File: src/rtl/io_port_pkg.sv
package io_port_pkg;
  localparam int unsigned ADDR_W = 16;
  localparam int unsigned BYTE_W = 8;
  localparam int unsigned LANES  = 2;
  localparam int unsigned DATA_W = BYTE_W * LANES;

  // Lane request from the low address bit and the active-low high enable.
  // Bit 0 = even lane, bit 1 = odd lane.
  function automatic logic [LANES-1:0] lane_pick(input logic a0, input logic bhe_n);
    return {~bhe_n, ~a0};
  endfunction

  // Port match: every bit above bit 0 must agree; bit 0 is the lane selector.
  function automatic logic port_match(input logic [ADDR_W-1:0] a,
                                      input logic [ADDR_W-1:0] port);
    return a[ADDR_W-1:1] == port[ADDR_W-1:1];
  endfunction
endpackage

File: src/rtl/io_lane_decode.sv
module io_lane_decode
  import io_port_pkg::*;
#(
  parameter logic [ADDR_W-1:0] OUT_PORT = 16'h0004,
  parameter logic [ADDR_W-1:0] IN_PORT  = 16'h0006
) (
  input  logic              clk,
  input  logic              rst,
  input  logic              mem_sel,
  input  logic [ADDR_W-1:0] addr,
  input  logic              bhe_n,
  input  logic              iow_n,
  input  logic              ior_n,
  output logic [LANES-1:0]  wr_lane,
  output logic [LANES-1:0]  rd_lane
);
  logic             io_cycle;
  logic             out_hit;
  logic             in_hit;
  logic [LANES-1:0] lanes;

  assign io_cycle = ~mem_sel;
  assign lanes    = lane_pick(addr[0], bhe_n);
  assign out_hit  = io_cycle && port_match(addr, OUT_PORT);
  assign in_hit   = io_cycle && port_match(addr, IN_PORT);

  always_comb begin
    wr_lane = '0;
    rd_lane = '0;
    if (out_hit && !iow_n) wr_lane = lanes;
    if (in_hit && !ior_n)  rd_lane = lanes;
  end


  mem_quiet_chk: assert property (@(posedge clk) disable iff (rst)
    mem_sel |-> (wr_lane == '0 && rd_lane == '0));

  wr_addr_chk: assert property (@(posedge clk) disable iff (rst)
    (wr_lane != '0) |-> (addr[ADDR_W-1:1] == OUT_PORT[ADDR_W-1:1]));

  even_lane_chk: assert property (@(posedge clk) disable iff (rst)
    (wr_lane[0] || rd_lane[0]) |-> !addr[0]);

  odd_lane_chk: assert property (@(posedge clk) disable iff (rst)
    (wr_lane[1] || rd_lane[1]) |-> !bhe_n);
endmodule

File: src/rtl/io_out_latch.sv
module io_out_latch
  import io_port_pkg::*;
(
  input  logic              clk,
  input  logic              rst,
  input  logic [LANES-1:0]  wr_lane,
  input  logic [DATA_W-1:0] wdata,
  output logic [DATA_W-1:0] q
);
  for (genvar i = 0; i < LANES; i++) begin : g_lane
    always_ff @(posedge clk) begin
      if (rst)             q[i*BYTE_W +: BYTE_W] <= '0;
      else if (wr_lane[i]) q[i*BYTE_W +: BYTE_W] <= wdata[i*BYTE_W +: BYTE_W];
    end


    hold_lane_chk: assert property (@(posedge clk) disable iff (rst)
      !wr_lane[i] |=> $stable(q[i*BYTE_W +: BYTE_W]));

    load_lane_chk: assert property (@(posedge clk) disable iff (rst)
      wr_lane[i] |=> q[i*BYTE_W +: BYTE_W] == $past(wdata[i*BYTE_W +: BYTE_W]));
  end
endmodule

File: src/rtl/io_in_drive.sv
module io_in_drive
  import io_port_pkg::*;
(
  input  logic              clk,
  input  logic              rst,
  input  logic [LANES-1:0]  rd_lane,
  input  logic [DATA_W-1:0] sw,
  output logic [DATA_W-1:0] rdata,
  output logic [LANES-1:0]  oe
);
  assign oe = rd_lane;

  for (genvar i = 0; i < LANES; i++) begin : g_lane
    assign rdata[i*BYTE_W +: BYTE_W] = oe[i] ? sw[i*BYTE_W +: BYTE_W] : '0;


    drive_lane_chk: assert property (@(posedge clk) disable iff (rst)
      oe[i] |-> rdata[i*BYTE_W +: BYTE_W] == sw[i*BYTE_W +: BYTE_W]);

    idle_lane_chk: assert property (@(posedge clk) disable iff (rst)
      !rd_lane[i] |-> (!oe[i] && rdata[i*BYTE_W +: BYTE_W] == '0));
  end
endmodule

File: src/rtl/io_lane_port.sv
module io_lane_port
  import io_port_pkg::*;
#(
  parameter logic [ADDR_W-1:0] OUT_PORT = 16'h0004,
  parameter logic [ADDR_W-1:0] IN_PORT  = 16'h0006
) (
  input  logic              clk,
  input  logic              rst,
  input  logic              mem_sel,
  input  logic [ADDR_W-1:0] addr,
  input  logic              bhe_n,
  input  logic              iow_n,
  input  logic              ior_n,
  input  logic [DATA_W-1:0] wdata,
  input  logic [DATA_W-1:0] sw_in,
  output logic [DATA_W-1:0] rdata,
  output logic [LANES-1:0]  rd_oe,
  output logic [DATA_W-1:0] led_out
);
  logic [LANES-1:0] wr_lane;
  logic [LANES-1:0] rd_lane;

  io_lane_decode #(.OUT_PORT(OUT_PORT), .IN_PORT(IN_PORT)) u_dec (
    .clk     (clk),
    .rst     (rst),
    .mem_sel (mem_sel),
    .addr    (addr),
    .bhe_n   (bhe_n),
    .iow_n   (iow_n),
    .ior_n   (ior_n),
    .wr_lane (wr_lane),
    .rd_lane (rd_lane)
  );

  io_out_latch u_out (
    .clk     (clk),
    .rst     (rst),
    .wr_lane (wr_lane),
    .wdata   (wdata),
    .q       (led_out)
  );

  io_in_drive u_in (
    .clk     (clk),
    .rst     (rst),
    .rd_lane (rd_lane),
    .sw      (sw_in),
    .rdata   (rdata),
    .oe      (rd_oe)
  );


  word_both_chk: assert property (@(posedge clk) disable iff (rst)
    (!mem_sel && !ior_n && !addr[0] && !bhe_n && addr[ADDR_W-1:1] == IN_PORT[ADDR_W-1:1])
      |-> $countones(rd_oe) == 2);
endmodule

File: config.mk
export PLATFORM = sky130hd
export DESIGN_NAME = io_lane_port
export DESIGN_NICKNAME = d
export VERILOG_FILES = /design/src/rtl/io_port_pkg.sv /design/src/rtl/io_lane_decode.sv /design/src/rtl/io_out_latch.sv /design/src/rtl/io_in_drive.sv /design/src/rtl/io_lane_port.sv
export SDC_FILE = /design/constraint.sdc
export NUM_CORES = 1
export LEC_CHECK = 0
export CORE_MARGIN = 3
export CORE_UTILIZATION = 29
export DETAILED_ROUTE_END_ITERATION = 8
export GPL_TIMING_DRIVEN = 0
export PLACE_DENSITY = 0.85
export RECOVER_POWER = 100
export SETUP_SLACK_MARGIN = 0.3
export SLEW_MARGIN = 25
export SYNTH_ARGS = -nofsm -noshare
export SYNTH_HDL_FRONTEND = slang
export SYNTH_HIERARCHICAL = 1
export SYNTH_SLANG_ARGS = --single-unit
File: constraint.sdc
create_clock -name clk -period 7.1 [get_ports clk]
set_input_delay 2.13 -clock clk [delete_from_list [all_inputs] [get_ports clk]]
set_output_delay 2.13 -clock clk [all_outputs]
set_load 0.005 [all_outputs]
# After elaboration in Yosys (flattened, before gate mapping)
# Index checks and enable logic that the tools add are counted.
# W data, S select, Z words.
# word_totals
register_bits	16
output_inout_bits	34
wordCells	17
# op_classes
n_eq_ne	2
n_mux	4
bitwise_logic	3
reduce_logical	6
# op_table
op	n
$eq A15 B2 Y1 const B	2
$mux W8	2
$logic_and A1 B1 Y1	4
$mux W2	2
$not A1 Y1	3
$logic_not A1 Y1	2

# Longest topological paths before layout
# Gate-level depths: netlist of run 1.
# logic_depth
depth_word	5
mapped_depth	6
depth_no_buf	5

# Modules after synthesis
# Netlist of run 1, hierarchy kept.
# modules_own_cells
module	instances	cells_each	area_each_um2	seq_area_each_um2
io_out_latch	1	52	579.3	320.3
io_in_drive	1	18	115.1	0.0
io_lane_decode	1	10	73.8	0.0

# Least setup slack after synthesis of run 1
# No wires, ideal clock.
# synth_timing
kind	input to output
from	input port addr[4]
to	output port rdata[0]
arrival_time_ps	3174
required_time_ps	4970
setup_slack_ps	1796
path_stages	4
n_path_buf	0
cell_sequence	nor4_1 nand4_1 nor3_1 and2_1
# synth_via
elab_chain_cells	5
# synth_lines
element	line	source
start: declaration	io_lane_port.sv:10	input logic [ADDR_W-1:0] addr,
$eq A15 B2 Y1	io_port_pkg.sv:16	return a[ADDR_W-1:1] == port[ADDR_W-1:1];
$logic_and A1 B1 Y1	io_lane_decode.sv:25	assign in_hit = io_cycle && port_match(addr, IN_PORT);
$logic_and A1 B1 Y1	io_lane_decode.sv:31	if (in_hit && !ior_n) rd_lane = lanes;
$mux W2	io_lane_decode.sv:31	
net rd_lane[0]	io_lane_port.sv:21	logic [LANES-1:0] rd_lane;
$mux W8	io_in_drive.sv:14	assign rdata[i*BYTE_W +: BYTE_W] = oe[i] ? sw[i*BYTE_W +: BYTE_W] : '0;
end: declaration	io_lane_port.sv:16	output logic [DATA_W-1:0] rdata,
# The timed path passes the listed nets, and every way through them passes these cells.

# Worst setup path after layout of run 1
# layout_timing
from	input port addr[4]
to	output port rd_oe[1]
# layout_via
elab_chain_cells	4
# layout_lines
element	line	source
$eq A15 B2 Y1	io_port_pkg.sv:16	
$logic_and A1 B1 Y1	io_lane_decode.sv:25	
$logic_and A1 B1 Y1	io_lane_decode.sv:31	
$mux W2	io_lane_decode.sv:31	
end: declaration	io_lane_port.sv:17	output logic [LANES-1:0] rd_oe,
# Every way passes these cells.

==> flow_metrics.env, run 1 <==
export IMPL_worstPathRequired_ns=4.97
export IMPL_cts_hold_buf=0
export IMPL_reg2reg_slack_ns=6.49
export IMPL_fill_cells=216
export IMPL_utilization_pct=67.52
export IMPL_cts_sinks=16
export IMPL_ctsResizeCount=0
export IMPL_wirelength_um=2558
export IMPL_synth_area_leaders="dfxtp_1 (42%), mux2i_1 (21%), and2_1 (13%)"
export IMPL_dp_cells=196
export IMPL_clk_insertion_delay_late_ns=0.28
export IMPL_synthXorXnorAreaFrac_pct=0
export IMPL_grt_max_degree=11
export IMPL_drt_first_pass_iters=4
export IMPL_antenna_cells=0
export IMPL_syn_inst=80
export IMPL_layout_drive_gt1_share_pct=5.882
export IMPL_fin_ws_ns=0.3790
export IMPL_dieHeight_um=57.47
export IMPL_dp_hpwl_um=2246
export IMPL_fin_skew_ns=0
export IMPL_synth_compound_area_share_pct=0
export IMPL_wl_per_cell_um=12.79
export IMPL_timing_rr_start="u_out/q[10]"
export IMPL_grt_antenna_before_repair=0
export IMPL_grt_overflow_total=0
export IMPL_grt_busiest_layer="met2"
export IMPL_postCtsSetupBuffers=0
export IMPL_syn_area_um2=768.2
export IMPL_synth_distinct_cells=13
export IMPL_biggestRegsByFlops="u_out/q (16)"
export IMPL_fin_crit_ns=6.721
export IMPL_cts_buffer_depth=2
export IMPL_rsz0062_at_grt="no"
export IMPL_worst_pin_slew_ns=0.6402
export IMPL_period_share_pct=94.66
export IMPL_layoutNonFillerInstCount=200
export IMPL_dieArea_um2=3303
export IMPL_ios=88
export IMPL_cts_tree="built"
export IMPL_largest_reg_flops=16
export IMPL_nets=225
export IMPL_vias=872
export IMPL_r2r_cells=2
export IMPL_fp_dieW_um=57.47
export IMPL_grt_pass1_wl_um=4126
export IMPL_relSlewSlack_pct=56.99
export IMPL_regMostFlops="u_out/q"
export IMPL_synthAdderAreaFrac_pct=0
export IMPL_synth_seq_cells=16
export IMPL_io_buffers=86
export IMPL_avgSynthCellArea_um2=9.603
export IMPL_yosysSeqAreaShare_pct=41.69
export IMPL_reg2reg_to="u_out/q[10]"
export IMPL_cp_startpoint="addr[4]"
export IMPL_crit_type="in2out"
export IMPL_yosysWarnings=6
export IMPL_vdd_ir_drop_max_mv=0.1196
export IMPL_h_tree_depth=1
export IMPL_synth_top_family_by_area="simple AND/OR/NAND/NOR gates"
export IMPL_antenna_left=0
export IMPL_dpl_worst_slack_ns=0.5745
export IMPL_drt_vias_per_instance=4.360
export IMPL_drt_iter0_markers=14
export IMPL_critical_path_arrival_ns=4.59
export IMPL_path_max_fanout=9
export IMPL_synth_area_mux_share_pct=20.85
export IMPL_min_from="u_out/q[14]"
export IMPL_p_leak_nw=0.6447
export IMPL_syn_to_final_growth_pct=119.7
export IMPL_synth_nets=134
export IMPL_synth_top_area_share_pct=41.69
export IMPL_gp_congestion=0.7364
export IMPL_use_met3_pct=4.299
export IMPL_clock_fmax_ghz=0.1488
export IMPL_num_rows=18
export IMPL_hold_viol=0
export IMPL_met2_usage_pct=28.23
export IMPL_finalSetupViolCount=0
export IMPL_grt_use_total_pct=15.65
export IMPL_multiInputGateArea_um2=394.1
export IMPL_critPathCaptureType="output pin"
export IMPL_start_util_pct=30.73
export IMPL_seq_area_um2=320.3
export IMPL_status="finished clean"
export IMPL_synth_top_area_cell="dfxtp_1"
export IMPL_cap_violations=0
export IMPL_maxSlewViolCount=0
export IMPL_hp_class="reg2reg"
export IMPL_path_clk_slew_ns=0.09
export IMPL_critPathLaunchType="input port"
export IMPL_met1_usage_pct=18.04
export IMPL_synth_simple_area_share_pct=30.46
export IMPL_cts_made_buffers=3
export IMPL_drc=0
export IMPL_core_area_um2=2500
export IMPL_cts_root_buf="clkbuf_4"
export IMPL_critPathCapture="rd_oe[1]"
export IMPL_fin_setup_tns_ns=0
export IMPL_powerDensity_nw_per_um2=106.5
export IMPL_grt_pass1_vias=889
[critical path, stage by stage]
cell	delay, ns
dlygate4sd3_1	0.53
nor4_1	0.33
nand4_1	0.24
nor3_1	0.59
buf_4	0.21
dlygate4sd3_1	0.56
[logic make-up after synthesis]
| family | after synthesis |
|---|---|
| flip-flops | 16 |
| multiplexers | 16 |
| AND/OR/NAND/NOR | 42 |
| buffers and inverters | 6 |
[power breakdown]
group | switching [W] | internal, W
sequential | 0.000000000171 | 0.0000896
clock | 0.0000265 | 0.0000312
combinational | 0.00000623 | 0.0000262
total | 0.0000327 | 0.000147
[how the worst min path moves through the flow]
stage,end,cells past startpoint,slack [ns]
final,u_out/q[14],2,0.50
after global routing,u_out/q[11],2,0.55
after CTS,u_out/q[11],2,0.51
after detailed placement,u_out/q[10],2,0.48
after global placement,u_out/q[9],2,0.47
after floorplan,u_out/q[0],2,0.48
[final cells by class]
type                            instances  share of cell area, %
Timing Repair Buffer                   86                  51.00
Tap cell                               30                  2.224
Multi-Input combinational cell         58                  23.35
Sequential cell                        16                  18.98
Buffer                                  6                  2.298
Clock buffer                            4                  2.150
[cell usage in the layout, fill, tap and decap left out, types with 3 or more instances in the layout]
| master | netlist | final |
|---|---|---|
| nor3_1 | 3 | 3 |
| mux2i_1 | 16 | 16 |
| dlygate4sd3_1 | 0 | 19 |
| and2_0 | 0 | 14 |
| clkdlybuf4s50_1 | 0 | 67 |
| nor2_1 | 16 | 16 |
| clkbuf_4 | 0 | 3 |
| dfxtp_1 | 16 | 16 |
| nor4_1 | 3 | 3 |
[per-stage QoR]
step / total power, W / hold WS [ns] / instance area (um2)
2_1_floorplan: 0.00009472 / 0.4850 / 768.2
3_3_place_gp: 0.0001237 / 0.4715 / 1667
3_5_place_dp: 0.0001243 / 0.4832 / 1667
4_1_cts: 0.0001823 / 0.5080 / 1703
5_1_grt: 0.0001884 / 0.5476 / 1688
6_report: 0.0001797 / 0.4971 / 1688
[metal layers]
layer,part of all wire (%),up-vias
li1,-,447
met1,38,367
met2,50,58
met3,12,0
met4,0,0
met5,0,-
[cells in the mapped netlist (all sizes together)]
library cell  number
buf                5
dfxtp             16
clkbuf             1
nor2              16
nor3               3
and2              16
nor4               4
nand4              1
nor4b              1
mux2i             16
nand2b             1
Note: power is estimated with default switching activity, not from simulation.
==> run 2, diff against run 1 <==
==> constraint.sdc (replaced) <==
create_clock -name clk -period 8.2 [get_ports clk]
set_input_delay 2.46 -clock clk [delete_from_list [all_inputs] [get_ports clk]]
set_output_delay 2.46 -clock clk [all_outputs]
set_load 0.005 [all_outputs]
==> run 2 against run 1 <==
Die area stayed put. Combinational power decreased by 13%. Largest power group unchanged. Setup slack improved by 0.44 ns. Critical path depth did not move.
==> flow_metrics.env, run 2 (same netlist as run 1, synthesis figures left out) <==
export IMPL_critPathMaxStageDelay_ns=0.59
export IMPL_grt_pass1_wl_um=4126
export IMPL_cpMostUsedCell="dlygate4sd3_1"
export IMPL_finalSetupViolCount=0
export IMPL_worstHoldPathCells=2
export IMPL_vias=872
export IMPL_p_leak_nw=0.6426
export IMPL_status="finished clean"
export IMPL_worst_pin_slew_ns=0.6402
export IMPL_final_cell_mix="clkdlybuf4s50_1 (67), dlygate4sd3_1 (19)"
export IMPL_clock_fmax_ghz=0.1355
export IMPL_ctsResizeCount=0
export IMPL_rsz0062_at_grt="no"
export IMPL_nets=225
export IMPL_grt_overflow_total=0
export IMPL_postCtsSetupBuffers=0
export IMPL_critical_path_arrival_ns=4.92
export IMPL_cts_root_buf="clkbuf_4"
export IMPL_biggestRegsByFlops="u_out/q (16)"
export IMPL_fp_dieW_um=57.47
export IMPL_dpl_worst_slack_ns=1.015
export IMPL_io_buffers=86
export IMPL_cts_hold_buf=0
export IMPL_fin_ws_ns=0.8190
export IMPL_grt_max_degree=11
export IMPL_critPathTopFamily="buffers and inverters"
export IMPL_wirelength_um=2556
export IMPL_layout_commonest_cell="clkdlybuf4s50_1"
export IMPL_crit_type="in2out"
export IMPL_hold_path_end="u_out/q[14]"
export IMPL_cts_buffer_depth=2
export IMPL_relSlewSlack_pct=56.99
export IMPL_reg2reg_slack_ns=7.58
export IMPL_cap_violations=0
export IMPL_antenna_left=0
export IMPL_powerDensity_nw_per_um2=92.18
export IMPL_fin_crit_ns=7.381
export IMPL_vdd_ir_drop_max_mv=0.1035
export IMPL_cts_made_buffers=3
export IMPL_r2r_cells=2
export IMPL_wl_per_cell_um=12.78
export IMPL_maxSlewViolCount=0
export IMPL_grt_antenna_before_repair=0
export IMPL_drt_first_pass_iters=4
export IMPL_path_clk_slew_ns=0.08
export IMPL_reg2reg_to="u_out/q[9]"
export IMPL_ios=88
export IMPL_layout_drive_gt1_share_pct=5.882
export IMPL_drc=0
export IMPL_worstPathRequired_ns=5.74
export IMPL_h_tree_depth=1
export IMPL_start_util_pct=30.73
export IMPL_dieArea_um2=3303
export IMPL_drt_vias_per_instance=4.360
export IMPL_drt_iter0_markers=16
export IMPL_grt_use_total_pct=15.65
export IMPL_largest_reg_flops=16
export IMPL_period_share_pct=90.01
export IMPL_cts_tree="built"
export IMPL_fin_setup_tns_ns=0
export IMPL_fin_skew_ns=0
export IMPL_path_max_fanout=9
export IMPL_syn_to_final_growth_pct=119.7
export IMPL_dp_hpwl_um=2246
export IMPL_regMostFlops="u_out/q"
export IMPL_dieHeight_um=57.47
export IMPL_fin_area_um2=1688
export IMPL_hp_class="reg2reg"
export IMPL_core_area_um2=2500
export IMPL_slowest_stage="nor3_1"
export IMPL_critPathLaunchType="input port"
export IMPL_gp_congestion=0.7364
export IMPL_crit_buf_inv=3
export IMPL_crit_path_cell_trace="dlygate4sd3_1 -> nor4_1 -> nand4_1 -> nor3_1 -> buf_4 -> dlygate4sd3_1"
export IMPL_grt_pass1_vias=889
export IMPL_cts_sinks=16
export IMPL_min_from="u_out/q[14]"
export IMPL_hold_viol=0
export IMPL_timing_rr_start="u_out/q[9]"
export IMPL_critPathCaptureType="output pin"
export IMPL_antenna_cells=0
export IMPL_num_rows=18
export IMPL_clk_insertion_delay_late_ns=0.28
export IMPL_place_area_um2=1667
[run 2: cell counts in the layout (fill, tap and decap cells not counted)]
No cell type changed its count.
[run 2: cell type report]
| class | count | area (um2) |
|---|---|---|
| Buffer | 6 | 38.79 |
| Clock buffer | 4 | 36.28 |
| Fill cell | 216 | 812.0 |
| Multi-Input combinational cell | 58 | 394.1 |
| Sequential cell | 16 | 320.3 |
| Tap cell | 30 | 37.54 |
| Timing Repair Buffer | 86 | 860.8 |
[run 2: worst max-delay path by stage]
stage               slack [ns]     from       end  depth (start not counted)
finish                    0.82  addr[4]  rd_oe[1]                          6
global route              0.63  addr[4]  rd_oe[0]                          6
CTS                       1.01  addr[4]  rdata[7]                          6
detailed placement        1.01  addr[4]  rdata[7]                          6
global placement          1.07  addr[4]  rdata[9]                          6
floorplan                 2.24  addr[4]  rdata[0]                          4
[run 2: metrics by stage]
stage	instances	total power [W]	hold WS (ns)	util, %
5_1_grt	200	0.0001631	0.5476	67.52
3_3_place_gp	196	0.0001071	0.4715	66.67
6_report	200	0.0001556	0.4970	67.52
4_1_cts	200	0.0001579	0.5080	68.12
3_5_place_dp	196	0.0001076	0.4832	66.67
2_1_floorplan	80	0.00008201	0.4850	-
[run 2: power breakdown]
part	leakage, nW	internal [W]	total [W]	switching [W]
combinational	0.493	0.0000227	0.0000281	0.00000538
clock	0.0210	0.0000270	0.0000499	0.0000229
sequential	0.129	0.0000776	0.0000776	0.000000000148
total	0.643	0.000127	0.000156	0.0000283
[run 2: layer usage]
layer / vias up / wire [um] / global-route usage, %
met3: 0 / 305 / 4.299
li1: 447 / - / -
met5: - / 0 / 0
met1: 367 / 966 / 18.04
met4: 0 / 0 / 3.974
met2: 58 / 1284 / 28.23
[run 2: worst reg2reg max path, stage by stage (launching register included)]
cell and delay [ns]:
dfxtp_1 0.32, mux2i_1 0.15, nor2_1 0.05
